## config.mk

```make
export PLATFORM = sky130hd
export DESIGN_NAME = pc_sequencer
export DESIGN_NICKNAME = d
export VERILOG_FILES = /design/src/rtl/pcseq_pkg.sv /design/src/rtl/pcseq_page.sv /design/src/rtl/pcseq_stack.sv /design/src/rtl/pcseq_next.sv /design/src/rtl/pc_sequencer.sv
export SDC_FILE = /design/constraint.sdc
export NUM_CORES = 1
export LEC_CHECK = 0
export ABC_AREA = 0
export BUFFER_PORTS_ARGS = -buffer_cell sky130_fd_sc_hd__buf_2
export CORE_ASPECT_RATIO = 1.4
export CORE_UTILIZATION = 45
export DETAILED_ROUTE_END_ITERATION = 10
export SYNTH_ARGS = -nofsm -noshare
export SYNTH_HDL_FRONTEND = slang
export SYNTH_HIERARCHICAL = 1
export SYNTH_SLANG_ARGS = --single-unit
```

## constraint.sdc

```tcl
create_clock -name clk -period 7.75 [get_ports clk]
set_clock_uncertainty 0.15 [all_clocks]
set_input_delay 1.55 -clock clk [delete_from_list [all_inputs] [get_ports clk]]
set_output_delay 1.55 -clock clk [all_outputs]
set_load 0.02 [all_outputs]
```

## src/rtl/pcseq_pkg.sv

```systemverilog
package pcseq_pkg;

  // Which source produced the next fetch address
  typedef enum logic [2:0] {
    SRC_HOLD = 3'd0,
    SRC_INC  = 3'd1,
    SRC_LOW  = 3'd2,
    SRC_JMP  = 3'd3,
    SRC_CALL = 3'd4,
    SRC_RET  = 3'd5
  } src_e;

endpackage

```

## src/rtl/pcseq_page.sv

```systemverilog
module pcseq_page #(
  parameter int LATCH_W = 5
) (
  input  logic               clk,
  input  logic               rst,
  input  logic               we_i,
  input  logic [LATCH_W-1:0] d_i,
  output logic [LATCH_W-1:0] q_o
);

  logic [LATCH_W-1:0] page_q;

  always_ff @(posedge clk) begin
    if (rst)       page_q <= '0;
    else if (we_i) page_q <= d_i;
  end

  assign q_o = page_q;

  AST_PAGE_HOLD: assert property (@(posedge clk) disable iff (rst)
    !we_i |=> $stable(page_q));
  AST_PAGE_LOAD: assert property (@(posedge clk) disable iff (rst)
    we_i |=> (page_q == $past(d_i)));

endmodule

```

## src/rtl/pcseq_stack.sv

```systemverilog
module pcseq_stack #(
  parameter int W     = 13,
  parameter int DEPTH = 8
) (
  input  logic                     clk,
  input  logic                     rst,
  input  logic                     push_i,
  input  logic                     pop_i,
  input  logic [W-1:0]             wdata_i,
  output logic [W-1:0]             top_o,
  output logic [$clog2(DEPTH)-1:0] ptr_o,
  output logic                     ovf_o,
  output logic                     unf_o
);

  localparam int PTR_W = $clog2(DEPTH);
  localparam int CNT_W = $clog2(DEPTH + 1);

  logic [PTR_W-1:0] ptr_q;
  logic [PTR_W-1:0] ptr_dn;
  logic [CNT_W-1:0] fill_q;
  logic             ovf_q, unf_q;
  logic [W-1:0]     ent [DEPTH];

  // Named events for the checks
  logic full_w, empty_w, push_w, pop_w;
  assign full_w  = (fill_q == CNT_W'(DEPTH));
  assign empty_w = (fill_q == '0);
  assign pop_w   = pop_i;
  assign push_w  = push_i && !pop_i;
  assign ptr_dn  = ptr_q - PTR_W'(1);

  // One register per slot, written when the pointer selects it
  for (genvar g = 0; g < DEPTH; g++) begin : g_slot
    always_ff @(posedge clk) begin
      if (rst)                                  ent[g] <= '0;
      else if (push_w && ptr_q == PTR_W'(g))    ent[g] <= wdata_i;
    end
  end

  always_ff @(posedge clk) begin
    if (rst) begin
      ptr_q  <= '0;
      fill_q <= '0;
      ovf_q  <= 1'b0;
      unf_q  <= 1'b0;
    end else begin
      ovf_q <= push_w && full_w;
      unf_q <= pop_w && empty_w;
      if (pop_w) begin
        ptr_q <= ptr_dn;
        if (!empty_w) fill_q <= fill_q - CNT_W'(1);
      end else if (push_w) begin
        ptr_q <= ptr_q + PTR_W'(1);
        if (!full_w) fill_q <= fill_q + CNT_W'(1);
      end
    end
  end

  assign top_o = ent[ptr_dn];
  assign ptr_o = ptr_q;
  assign ovf_o = ovf_q;
  assign unf_o = unf_q;

  AST_PUSH_ADV: assert property (@(posedge clk) disable iff (rst)
    push_w |=> (ptr_q == PTR_W'($past(ptr_q) + PTR_W'(1))));
  AST_POP_BACK: assert property (@(posedge clk) disable iff (rst)
    pop_w |=> (ptr_q == PTR_W'($past(ptr_q) - PTR_W'(1))));
  AST_OVF_CAUSE: assert property (@(posedge clk) disable iff (rst)
    ovf_q |-> $past(push_i));
  AST_UNF_CAUSE: assert property (@(posedge clk) disable iff (rst)
    unf_q |-> $past(pop_i));
  AST_FLAG_EXCL: assert property (@(posedge clk) disable iff (rst)
    $onehot0({ovf_q, unf_q}));

endmodule

```

## src/rtl/pcseq_next.sv

```systemverilog
module pcseq_next
  import pcseq_pkg::*;
#(
  parameter int PC_W    = 13,
  parameter int LO_W    = 8,
  parameter int LATCH_W = 5,
  parameter int JMP_W   = 11
) (
  input  logic               step_i,
  input  logic               lowwr_i,
  input  logic               jump_i,
  input  logic               call_i,
  input  logic               ret_i,
  input  logic [PC_W-1:0]    pc_i,
  input  logic [LATCH_W-1:0] page_i,
  input  logic [LO_W-1:0]    alu_i,
  input  logic [JMP_W-1:0]   target_i,
  input  logic [PC_W-1:0]    top_i,
  output logic [PC_W-1:0]    next_o,
  output logic [PC_W-1:0]    link_o,
  output src_e               src_o,
  output logic               push_o,
  output logic               pop_o
);

  localparam int HI_W  = PC_W - LO_W;
  localparam int SEG_W = PC_W - JMP_W;

  // Sequential successor, wrapping at the top of the address space
  function automatic logic [PC_W-1:0] f_incr(input logic [PC_W-1:0] p);
    return p + PC_W'(1);
  endfunction

  // Low-byte write: all page bits above the ALU byte
  function automatic logic [PC_W-1:0] f_lowwr(input logic [LATCH_W-1:0] pg,
                                              input logic [LO_W-1:0] b);
    return {pg[HI_W-1:0], b};
  endfunction

  // Jump or call: top page bits above the opcode field
  function automatic logic [PC_W-1:0] f_jump(input logic [LATCH_W-1:0] pg,
                                             input logic [JMP_W-1:0] t);
    return {pg[LATCH_W-1 -: SEG_W], t};
  endfunction

  always_comb begin
    if (ret_i)        src_o = SRC_RET;
    else if (call_i)  src_o = SRC_CALL;
    else if (jump_i)  src_o = SRC_JMP;
    else if (lowwr_i) src_o = SRC_LOW;
    else if (step_i)  src_o = SRC_INC;
    else              src_o = SRC_HOLD;
  end

  assign link_o = f_incr(pc_i);

  always_comb begin
    case (src_o)
      SRC_RET:             next_o = top_i;
      SRC_CALL, SRC_JMP:   next_o = f_jump(page_i, target_i);
      SRC_LOW:             next_o = f_lowwr(page_i, alu_i);
      SRC_INC:             next_o = link_o;
      default:             next_o = pc_i;
    endcase
  end

  assign push_o = (src_o == SRC_CALL);
  assign pop_o  = (src_o == SRC_RET);

endmodule

```

## src/rtl/pc_sequencer.sv

```systemverilog
module pc_sequencer
  import pcseq_pkg::*;
#(
  parameter int PC_W    = 13,
  parameter int LO_W    = 8,
  parameter int LATCH_W = 5,
  parameter int JMP_W   = 11,
  parameter int DEPTH   = 8
) (
  input  logic                     clk,
  input  logic                     rst,
  input  logic                     step_i,
  input  logic                     lowwr_i,
  input  logic                     jump_i,
  input  logic                     call_i,
  input  logic                     ret_i,
  input  logic [LO_W-1:0]          alu_i,
  input  logic [JMP_W-1:0]         target_i,
  input  logic                     page_we_i,
  input  logic [LATCH_W-1:0]       page_d_i,
  output logic [PC_W-1:0]          fetch_addr_o,
  output logic [LO_W-1:0]          pcl_o,
  output logic [LATCH_W-1:0]       page_o,
  output logic [$clog2(DEPTH)-1:0] sp_o,
  output logic                     ovf_o,
  output logic                     unf_o
);

  localparam int HI_W  = PC_W - LO_W;
  localparam int SEG_W = PC_W - JMP_W;

  logic [PC_W-1:0]    pc_q;
  logic [PC_W-1:0]    pc_nxt;
  logic [PC_W-1:0]    link_w;
  logic [PC_W-1:0]    stk_top;
  logic [LATCH_W-1:0] page_q;
  logic               push_w, pop_w;
  src_e               src_w;

  pcseq_page #(.LATCH_W(LATCH_W)) u_page (
    .clk  (clk),
    .rst  (rst),
    .we_i (page_we_i),
    .d_i  (page_d_i),
    .q_o  (page_q)
  );

  pcseq_next #(
    .PC_W(PC_W), .LO_W(LO_W), .LATCH_W(LATCH_W), .JMP_W(JMP_W)
  ) u_next (
    .step_i   (step_i),
    .lowwr_i  (lowwr_i),
    .jump_i   (jump_i),
    .call_i   (call_i),
    .ret_i    (ret_i),
    .pc_i     (pc_q),
    .page_i   (page_q),
    .alu_i    (alu_i),
    .target_i (target_i),
    .top_i    (stk_top),
    .next_o   (pc_nxt),
    .link_o   (link_w),
    .src_o    (src_w),
    .push_o   (push_w),
    .pop_o    (pop_w)
  );

  pcseq_stack #(.W(PC_W), .DEPTH(DEPTH)) u_stack (
    .clk     (clk),
    .rst     (rst),
    .push_i  (push_w),
    .pop_i   (pop_w),
    .wdata_i (link_w),
    .top_o   (stk_top),
    .ptr_o   (sp_o),
    .ovf_o   (ovf_o),
    .unf_o   (unf_o)
  );

  always_ff @(posedge clk) begin
    if (rst) pc_q <= '0;
    else     pc_q <= pc_nxt;
  end

  assign fetch_addr_o = pc_q;
  assign pcl_o        = pc_q[LO_W-1:0];
  assign page_o       = page_q;

  AST_RESET_CLEAR: assert property (@(posedge clk) disable iff (rst)
    $fell(rst) |-> (pc_q == '0 && page_q == '0 && sp_o == '0));
  AST_STEP_ADV: assert property (@(posedge clk) disable iff (rst)
    (src_w == SRC_INC) |=> (pc_q == PC_W'($past(pc_q) + PC_W'(1))));
  AST_HOLD: assert property (@(posedge clk) disable iff (rst)
    (src_w == SRC_HOLD) |=> $stable(pc_q));
  AST_LOW_PAGE: assert property (@(posedge clk) disable iff (rst)
    (src_w == SRC_LOW) |=> (pc_q[PC_W-1:LO_W] == $past(page_q[HI_W-1:0])));
  AST_JUMP_SEG: assert property (@(posedge clk) disable iff (rst)
    (jump_i && !call_i && !ret_i) |=>
      (pc_q[PC_W-1:JMP_W] == $past(page_q[LATCH_W-1 -: SEG_W])));
  AST_CALL_PUSH: assert property (@(posedge clk) disable iff (rst)
    (call_i && !ret_i) |-> (push_w && !pop_w));
  AST_RET_TOP: assert property (@(posedge clk) disable iff (rst)
    ret_i |=> (pc_q == $past(stk_top)));
  AST_RET_WINS: assert property (@(posedge clk) disable iff (rst)
    ret_i |-> !push_w);

endmodule

```

Word level (Yosys, flattened, before mapping)
Memories as Yosys holds them, arrays and structs flattened.
Index checks and enable logic that the tools add are counted.
{ "word_totals": {"regBits": 27, "mem_bits_rw": 104, "output_inout_bits": 31, "mem_count": 1} }
{ "classes": {"n_addsub": 5, "eq_ne": 15, "mux": 46, "n_bitwise": 8, "reduce_logical": 18} }
{ "mem_list": {"columns": ["memory", "depth", "width", "read_ports", "rd_clocked_by_memory_dff", "wr", "line", "text"], "rows": [
  ["u_stack.ent", 8, 13, 1, 0, 8, "pcseq_stack.sv:23", "logic [W-1:0] ent [DEPTH];"]
]} }
{ "ops": {"columns": ["operator", "count"], "rows": [
  ["two-way mux 13 bit", 8],
  ["one-hot mux 13 bit (4 select lines)", 1],
  ["two-way mux 1 bit", 27],
  ["equality test 3 bit, second input constant", 6],
  ["two-way mux 3 bit", 6],
  ["two-way mux 4 bit", 4],
  ["adder 13 x 1 -> 13 bit, second input constant", 1],
  ["equality test 3 x 2 -> 1 bit, second input constant", 4],
  ["logical AND 1 bit", 11],
  ["bitwise OR 1 bit", 8],
  ["equality test 3 x 1 -> 1 bit, second input constant", 2],
  ["adder 4 x 1 -> 4 bit, second input constant", 1],
  ["equality test 4 bit, second input constant", 1],
  ["zero test 4 bit", 1],
  ["nonzero test 4 bit", 1],
  ["subtractor 4 x 1 -> 4 bit, second input constant", 1],
  ["adder 3 x 1 -> 3 bit, second input constant", 1],
  ["zero test 3 bit", 1],
  ["AND reduction 3 bit", 1],
  ["subtractor 3 x 1 -> 3 bit, second input constant", 1],
  ["inequality test 2 x 1 -> 1 bit, second input constant", 1],
  ["inequality test 2 bit, second input constant", 1],
  ["nonzero test 2 bit", 1],
  ["OR reduction 2 bit", 1],
  ["zero test 1 bit", 1]
]} }

Longest topological paths before layout
Gate-level depths: netlist (run 1).
{ "logic_depth": {"depth_word": 13, "mapped_depth": 12} }

Hierarchy
The synthesis (run 1) kept the hierarchy.
{ "by_module_without_submodules": {"columns": ["module", "instances", "cells_per_inst", "area_per_inst_um2", "seq_area_each_um2"], "rows": [
  ["pcseq_stack", 1, 347, 5303.8, 3303.2],
  ["pcseq_next", 1, 116, 789.5, 0.0],
  ["pc_sequencer", 1, 35, 455.4, 260.2],
  ["pcseq_page", 1, 16, 180.2, 100.1]
]} }

Worst setup path after synthesis (run 1)
OpenSTA, ideal clock, no wires.
{ "synth_path": {"kind": "input to register", "startpoint": "in ret_i", "endpoint": "mem u_stack.ent[4][0], enable pin", "arrival_ns": 3.247, "t_required_ns": 7.214, "slack_ns": 3.967, "cell_stages": 6, "path_buffers": 3, "cell_sequence": "clkbuf_1 -> buf_1 -> nor2b_1 -> clkbuf_1 -> nand2_1 -> o21bai_1"} }
{ "synth_rtl": {"columns": ["element", "line", "text"], "rows": [
  ["start, declared", "pc_sequencer.sv:16", "input logic ret_i,"],
  ["end, declared", "pcseq_stack.sv:23", null]
]} }

==> results of run 1 <==
==> per-layer routing <==
layer | part of all wire [%] | global-route usage, %
met1 | 40 | 27.0
met2 | 52 | 40.9
met3 | 3.8 | 4.38
met4 | 3.4 | 10.8
met5 | 0 | 0
==> final timing paths <==
check | cells after the start | start | slack [ns] | to
setup / recovery | 5 | ret_i | 3.90 | u_stack/ent[1][8]
hold / removal | 2 | u_page/q_o[1] | 0.39 | u_page/q_o[1]
setup reg to reg | 9 | u_stack/ptr_o[1] | 4.53 | fetch_addr_o[2]
hold reg to reg | 2 | u_page/q_o[1] | 0.39 | u_page/q_o[1]
==> state kept, by name, summed over array words and instances, names as in the netlist <==
signal	flops
u_stack/ptr_o	3
u_stack/ovf_o	1
u_stack/fill_q	4
fetch_addr_o	13
u_stack/unf_o	1
u_stack/ent	104
u_page/q_o	5
==> layout make-up <==
class	instances	share of cell area, %
multi-input combinational	327	35.8
inverter	8	0.392
tap	189	3.08
clock buffer	18	5.73
timing repair buffer	72	5.03
sequential	131	47.8
clock inverter	14	2.15
==> worst min-delay path, delay by kind of cell (launching register included) <==
family        cells  cell delay (ns)
mux               1             0.08
flops             1             0.35
simple gates      1             0.08
==> report_power, final <==
| group | internal (mW) | leakage (nW) | switching [mW] | total [mW] |
|---|---|---|---|---|
| Sequential | 0.803 | 1.30 | 0.0429 | 0.846 |
| Combinational | 0.166 | 1.36 | 0.212 | 0.378 |
| Clock | 0.492 | 0.291 | 0.328 | 0.820 |
| Total | 1.46 | 2.95 | 0.583 | 2.04 |
==> through the flow <==
| step | utilization [%] | cells | hold slack [ns] |
|---|---|---|---|
| floorplan | - | 508 | 0.333 |
| global placement | 48.7 | 727 | 0.356 |
| detailed placement | 48.7 | 727 | 0.374 |
| CTS | 52.8 | 759 | 0.387 |
| global route | 52.8 | 759 | 0.410 |
| finish | 52.8 | 759 | 0.390 |
==> summary.md, run 1 <==
| Metric | Value |
|---|---|
| Warnings from Yosys | `6` |
| RSZ-0062 raised after global routing | `false` |
| Port bufs | `62` |
| Residual DRC count | `0` |
| Crit path cell chain | `buf_2 -> nor2b_1 -> nand2_1 -> nor2_1 -> and2_1` |
| F_max | `260 MHz` |
| Final setup margin | `just under 4 ns` |
| Setup Viol. Count Final | `0` |
| Sink Count | `131` |
| Resize count post-CTS | `0` |
| Syn Area/Cell | `roughly 13 um^2` |
| CTS Hold Buffers Added | `0` |
| Register Area | `~0.0037 mm^2` |
| Via count | `4304` |
| Slew Limit Fails | `0` |
| DP Area | `0.00706 mm^2` |
| Nets | `599` |
| WL/cell | `22.0 um` |
| Post-synthesis cell area | `about 0.0067 mm^2` |
| Worst-Margin Slew | `1.22 ns` |
| GR Util All Layers | `roughly 23%` |
| Total power | `2.04 mW` |
| Layout fillers | `1225` |
| Initial Util | `46.2%` |
| Worst-path clk slew | `0.06 ns` |
| Io pins | `63` |
| Place WS | `roughly 3.5 ns` |
| Detailed router's first-iteration violation count | `302` |
| Critical Path AT | `3.99 ns` |
| P_leak | `2.95 nW` |
| Layout cells sized above 1 | `30.4%` |
| PD cells | `267 mW/mm^2` |
| Drt total wl | `16700 um` |
| Max clock buf depth | `2` |
| Clk Tree Root Cell | `clkbuf_16` |
| Number of antenna violations at the first check in global routing | `0` |
| Most common cell after layout, fill and taps aside | `and2_1` |
| Post-route ant nets | `0` |
| Worst min path class | `register to register` |
| Vias in the first global route | `approximately 4500` |
| Crit end category | `register` |
| Diodes inserted | `0` |
| Area delta synth->final | `14.5%` |
| Cell count after synthesis | `508` |
| Layout Cell Area excl Fill | `0.00767 mm^2` |
| Die ar. | `0.0154 mm^2` |
| Placer congestion estimate | `approximately 0.8` |
| CP max stage cell | `nor2_1` |
| Row cnt | `52` |
| Fin crit period | `just under 4 ns` |
| Final period utilization | `49.7%` |
| Grt total ovfl | `0` |
| Commonest cells after routing, fill and taps aside | `105 x and2_1, 104 x edfxtp_1, 62 x buf_2, 29 x nor2_1` |
| Max-Cap Viols | `0` |
| DP Wirelength | `11100 um` |
| Status | `finished clean` |
| Global-route wire length before repair | `25700 um` |
| Final setup TNS | `0 ns` |
| Core area | `0.0145 mm^2` |
| Setup CP Type | `input port to register` |
| Skew-Pair Late Insertion Delay | `0.41 ns` |
| Setup crit start kind | `input port` |
| Total setup buffers inserted after CTS | `0` |
| CTS Buf Count | `17` |
| Crit path max-delay family | `simple AND/OR/NAND/NOR gates` |
| Area of the multi-input gates | `0.00275 mm^2` |
| Critical path's largest stage delay | `0.96 ns` |
| Largest net degree at the start of global routing | `37` |
| CP Max Fanout | `31` |
| CTS tree | `yes` |
| First drt pass iteration count | `5` |
| Fin. Hold Viols | `0` |
| WP buf/inv | `1` |
| Slew margin rel. | `18.6%` |
| Die Y | `146 um` |
| CP Data Required Time | `roughly 8 ns` |
| DR vias/cell | `5.67` |
| Syn_nets | `550` |
| Die Wd | `105 um` |
| Total number of H-tree levels | `4` |
| Maximum vdd ir drop | `0.000170 V` |
Note: power is estimated with default switching activity, not from simulation.
==> inputs of run 2 (changes only) <==
PLACE_DENSITY = 0.66   (was default)
clock period = 3.3 ns   (was 7.75 ns; I/O delays follow)
==> summary.md, run 2 (same netlist as run 1, synthesis figures left out) <==
| Metric | Value |
|---|---|
| Io pins | `63 (unchanged)` |
| Most common cell after layout, fill and taps aside | `and2_1` |
| Nets | `608 (+1.5%)` |
| Largest net degree at the start of global routing | `31 (-16%)` |
| Via count | `4294 (-0.23%)` |
| Port bufs | `62 (unchanged)` |
| Max-Cap Viols | `0 (unchanged)` |
| Global-route wire length before repair | `23600 um (-8.2%)` |
| Final setup TNS | `0 ns (unchanged)` |
| Setup crit start kind | `register` |
| Post-route ant nets | `0 (unchanged)` |
| Slew margin rel. | `43.8% (+25 points)` |
| Row cnt | `52 (unchanged)` |
| CTS tree | `yes` |
| WL/cell | `19.6 um (-11%)` |
| CTS Hold Buffers Added | `0 (unchanged)` |
| Fin. Hold Viols | `0 (unchanged)` |
| Reg2reg path depth | `9 (unchanged)` |
| Clk Tree Root Cell | `clkbuf_16` |
| RSZ-0062 raised after global routing | `false` |
| CP endpoint | `fetch_addr_o[2]` |
| CP max stage cell | `a222oi_1` |
| Die Wd | `105 um (unchanged)` |
| Crit path cell chain | `inv_1 -> ha_1 -> buf_12 -> mux4_2 -> mux2_2 -> a222oi_1 -> o21ai_1 -> o311a_1 -> nor2b_2` |
| Number of antenna violations at the first check in global routing | `0 (unchanged)` |
| Dpl cells | `736 (+1.2%)` |
| RR Endpoint | `fetch_addr_o[2]` |
| Worst-path clk slew | `0.06 ns (about the same)` |
| Core area | `0.0145 mm^2 (unchanged)` |
| Die Y | `146 um (unchanged)` |
| Cell depth of the worst hold path | `3 (+1)` |
| Slew Limit Fails | `0 (unchanged)` |
| Initial Util | `46.2% (unchanged)` |
| Setup Viol. Count Final | `0 (unchanged)` |
| Total number of H-tree levels | `4 (unchanged)` |
| Critical Path AT | `2.96 ns (-1.03 ns)` |
| PD cells | `610 mW/mm^2 (+130%)` |
| Final period utilization | `85.6%` |
| DR vias/cell | `5.59 (-1.4%)` |
| Worst setup path startpoint | `u_stack/ptr_o[1]` |
| Residual DRC count | `0 (unchanged)` |
| Max clock buf depth | `2 (unchanged)` |
| CTS Buf Count | `17 (unchanged)` |
| Layout cells sized above 1 | `31.3% (+0.91 points)` |
| Final cell count without fillers | `768 (+1.2%)` |
| Vias in the first global route | `4369 (-2.2%)` |
| F_max | `around 350 MHz` |
| Fin crit period | `2.82 ns` |
| Placer congestion estimate | `0.875 (+9.7%)` |
| Die ar. | `0.0154 mm^2 (unchanged)` |
| FF-to-FF setup slack | `0.48 ns (-4.06 ns)` |
| CP Max Fanout | `28 (-9.7%)` |
| Critical path's largest stage delay | `0.44 ns (-0.52 ns)` |
| Status | `finished clean` |
| DP Wirelength | `10600 um (-4.2%)` |
| Reg-to-Reg Start | `u_stack/ptr_o[1]` |
| Diodes inserted | `0 (unchanged)` |
| Register Area | `0.00366 mm^2 (unchanged)` |
| Total setup buffers inserted after CTS | `0 (unchanged)` |
| P_leak | `3.00 nW (+1.7%)` |
| Maximum vdd ir drop | `0.000341 V (+100%)` |
| Grt total ovfl | `0 (unchanged)` |
| Area of the multi-input gates | `0.00275 mm^2 (unchanged)` |
| GR Util All Layers | `20.7% (-2.4 points)` |
| CP Data Required Time | `3.44 ns (-4.44 ns)` |
| Crit end category | `register` |
| Skew-Pair Late Insertion Delay | `0.41 ns (about the same)` |
| Resize count post-CTS | `0 (unchanged)` |
| Drt total wl | `15100 um (-9.7%)` |
| Layout fillers | `1212 (-1.1%)` |
| Worst-Margin Slew | `0.837 ns (-0.379 ns)` |
| Detailed router's first-iteration violation count | `247 (-18%)` |
| Worst min path class | `input port to register` |
| First drt pass iteration count | `8 (+3)` |
| Commonest cells after routing, fill and taps aside | `105 x and2_1, 104 x edfxtp_1, 62 x buf_2, 29 x nor2_1` |
| Largest Register | `u_stack/ent` |
| Max FFs per register | `104 (unchanged)` |
| Sink Count | `131 (unchanged)` |
| Setup CP Type | `register to register` |
| Area delta synth->final | `15.6%` |
==> run 2: cell types whose count changed in the layout (fill, tap and decap cells not counted), sizes merged <==
cell	previous run	this run
bufinv	2	3
inv	16	10
clkinvlp	2	3
clkinv	2	7
buf	72	81
clkbuf	18	17
==> run 2: critical path: cells and delay by family (launching register included) <==
family                     cells  cell delay, ns
DFF                            1            0.40
adders and majority gates      1            0.33
and+or+nand+nor                1            0.15
muxes                          2            0.61
AOI/OAI and AO/OA              3            0.73
buffers and inverters          2            0.33
==> run 2: metrics by stage <==
step	utilization (%)	hold WS, ns	power, mW	instance area [um^2]	setup slack (ns)
floorplan	-	0.333	2.65	6700	0.0447
global placement	49.3	0.351	2.88	7160	0.630
detailed placement	49.3	0.362	2.90	7160	0.566
CTS	53.4	0.326	4.76	7740	0.505
global route	53.4	0.339	4.91	7740	0.332
finish	53.4	0.346	4.72	7740	0.475
==> run 2: metal layers <==
layer  vias up  share of wire (%)  global-route usage [%]
met3        20                3.7                    4.29
met4         0                2.3                    8.94
li1       1963                  -                       -
met1      2165                 41                    23.9
met2       146                 53                    37.0
met5         -                  0                       0
==> run 2: worst min-delay path by stage <==
stage | from | end | slack (ns)
3_5_place_dp | u_page/q_o[3] | u_page/q_o[3] | 0.36
4_1_cts | page_d_i[0] | u_page/q_o[0] | 0.33
2_1_floorplan | u_stack/fill_q[3] | u_stack/ovf_o | 0.33
3_3_place_gp | u_page/q_o[4] | u_page/q_o[4] | 0.35
5_1_grt | page_d_i[0] | u_page/q_o[0] | 0.34
6_report | page_d_i[0] | u_page/q_o[0] | 0.35
==> run 2: report_power, final <==
group	internal (mW)	switching, mW
registers	1.89	0.0987
clock network	1.18	0.680
logic	0.403	0.476
==> run 2: cell type report <==
class / count / share of cell area, %
clock inverters: 15 / 2.12
clock buffers: 17 / 5.49
multi-input cells: 327 / 35.5
well taps: 189 / 3.05
inverters: 8 / 0.388
repair buffers: 81 / 6.17
flip-flops and latches: 131 / 47.3
==> inputs of run 3 (changes only) <==
CORE_ASPECT_RATIO = default   (was 1.4)
CORE_MARGIN = 2   (was default)
CORE_UTILIZATION = 50   (was 45)
PLACE_DENSITY = 0.72   (was 0.66)
==> summary.md, run 3 (same netlist as run 1, synthesis figures left out) <==
| Metric | Value |
|---|---|
| Status | `finished clean` |
| DP Wirelength | `10000 um (-5.6%)` |
| DR vias/cell | `5.68 (+1.5%)` |
| Post-route ant nets | `0 (unchanged)` |
| Die ar. | `0.0143 mm^2 (-6.8%)` |
| Fin. Hold Viols | `0 (unchanged)` |
| GR Util All Layers | `22.7% (+2.0 points)` |
| Worst min path class | `input port to register` |
| Dpl cells | `719 (-2.3%)` |
| Most common cell after layout, fill and taps aside | `and2_1` |
| Crit end category | `register` |
| Resize count post-CTS | `0 (unchanged)` |
| Reg2reg path depth | `9 (unchanged)` |
| Residual DRC count | `0 (unchanged)` |
| Skew-Pair Late Insertion Delay | `0.41 ns (about the same)` |
| Worst-path clk slew | `0.06 ns (about the same)` |
| Area of the multi-input gates | `0.00275 mm^2 (unchanged)` |
| Setup Viol. Count Final | `0 (unchanged)` |
| Io pins | `63 (unchanged)` |
| Setup crit start kind | `register` |
| Diodes inserted | `0 (unchanged)` |
| Fin crit period | `2.85 ns (+0.0248 ns)` |
| First drt pass iteration count | `6 (-2)` |
| CTS tree | `yes` |
| Placer congestion estimate | `0.888 (+1.6%)` |
| P_leak | `3.00 nW (about the same)` |
| RR Endpoint | `fetch_addr_o[2]` |
| Sink Count | `131 (unchanged)` |
| Max clock buf depth | `2 (unchanged)` |
| Largest net degree at the start of global routing | `31 (unchanged)` |
| CTS Buf Count | `17 (unchanged)` |
| Vias in the first global route | `4255 (-2.6%)` |
| Number of antenna violations at the first check in global routing | `0 (unchanged)` |
| Die Wd | `120 um (+14%)` |
| Via count | `4264 (-0.70%)` |
| Global-route wire length before repair | `23700 um (+0.29%)` |
| Clk Tree Root Cell | `clkbuf_16` |
| Drt total wl | `15400 um (+2.1%)` |
| WL/cell | `20.5 um (+4.5%)` |
| CP Max Fanout | `28 (unchanged)` |
| Critical Path AT | `2.99 ns (+0.03 ns)` |
| FF-to-FF setup slack | `0.45 ns (-0.02 ns)` |
| Max FFs per register | `104 (unchanged)` |
| Final period utilization | `86.4% (+0.75 points)` |
| RSZ-0062 raised after global routing | `false` |
| Grt total ovfl | `0 (unchanged)` |
| Maximum vdd ir drop | `0.000429 V (+26%)` |
| Worst setup path startpoint | `u_stack/ptr_o[1]` |
| Initial Util | `51.0% (+4.8 points)` |
| Commonest cells after routing, fill and taps aside | `105 x and2_1, 104 x edfxtp_1, 62 x buf_2, 29 x nor2_1` |
| Max-Cap Viols | `0 (unchanged)` |
| CP endpoint | `fetch_addr_o[2]` |
| Nets | `604 (-0.66%)` |
| Largest Register | `u_stack/ent` |
| CP Data Required Time | `3.44 ns (about the same)` |
| Die Y | `120 um (-18%)` |
| Slew margin rel. | `19.5% (-24 points)` |
| Final setup TNS | `0 ns (unchanged)` |
| Detailed router's first-iteration violation count | `489 (+98%)` |
| CTS Hold Buffers Added | `0 (unchanged)` |
| Final cell count without fillers | `751 (-2.2%)` |
| PD cells | `616 mW/mm^2 (+0.95%)` |
| Reg-to-Reg Start | `u_stack/ptr_o[1]` |
| Total number of H-tree levels | `4 (unchanged)` |
| Port bufs | `62 (unchanged)` |
| Smallest hold slack | `0.336 ns (-0.00975 ns)` |
| Setup CP Type | `register to register` |
| Layout cells sized above 1 | `30.8% (-0.48 points)` |
| Slew Limit Fails | `0 (unchanged)` |
| Layout fillers | `1039 (-14%)` |
| Total setup buffers inserted after CTS | `0 (unchanged)` |
| Row cnt | `42 (-19%)` |
| F_max | `351 MHz (-0.87%)` |
| Register Area | `0.00366 mm^2 (unchanged)` |
| Core area | `0.0131 mm^2 (-9.5%)` |
| Worst-Margin Slew | `1.20 ns (+0.368 ns)` |
| Area delta synth->final | `15.3%` |
## run 3: critical path, cell delays in order, from the launching register on
cell and delay, ns:
dfxtp_1 0.44, inv_1 0.13, ha_1 0.34, buf_12 0.22, mux4_2 0.31, mux2_2 0.31
a222oi_1 0.41, o21ai_1 0.13, o311a_1 0.13, nor2b_2 0.14
## run 3: worst min path at each step
stage / to / from / cells after the start
final: u_page/q_o[3] / page_d_i[3] / 3
after global placement: u_page/q_o[2] / u_page/q_o[2] / 2
after CTS: u_page/q_o[4] / page_d_i[4] / 3
after floorplan: u_stack/ovf_o / u_stack/fill_q[3] / 2
after global routing: u_page/q_o[1] / page_d_i[1] / 3
after detailed placement: u_page/q_o[3] / u_page/q_o[3] / 2
## run 3: routing by layer
metal | GRT usage [%] | part of all wire [%] | wire length, um
met5 | 0 | 0 | 0
met4 | 9.85 | 2.6 | 397
met3 | 4.56 | 6.0 | 918
met2 | 36.9 | 49 | 7590
met1 | 29.8 | 42 | 6500
## run 3: layout make-up
cell class | count | area share [%]
timing repair buffer | 77 | 5.80
inverter | 8 | 0.389
tap | 176 | 2.85
sequential | 131 | 47.4
clock buffer | 24 | 7.21
clock inverter | 8 | 0.761
multi-input combinational | 327 | 35.6
## run 3: where the power goes
part / internal [mW] / switching (mW) / total [mW]
combinational: 0.402 / 0.487 / 0.889
clock: 1.19 / 0.699 / 1.89
sequential: 1.89 / 0.0965 / 1.98
## run 3: metrics by stage
step / instance area, um^2 / setup WS, ns / util [%] / power, mW
6_report: 7720 / 0.450 / 58.8 / 4.76
5_1_grt: 7720 / 0.275 / 58.8 / 4.94
4_1_cts: 7720 / 0.435 / 58.8 / 4.78
3_5_place_dp: 7110 / 0.464 / 54.1 / 2.91
3_3_place_gp: 7110 / 0.513 / 54.1 / 2.88
2_1_floorplan: 6700 / 0.0447 / - / 2.65
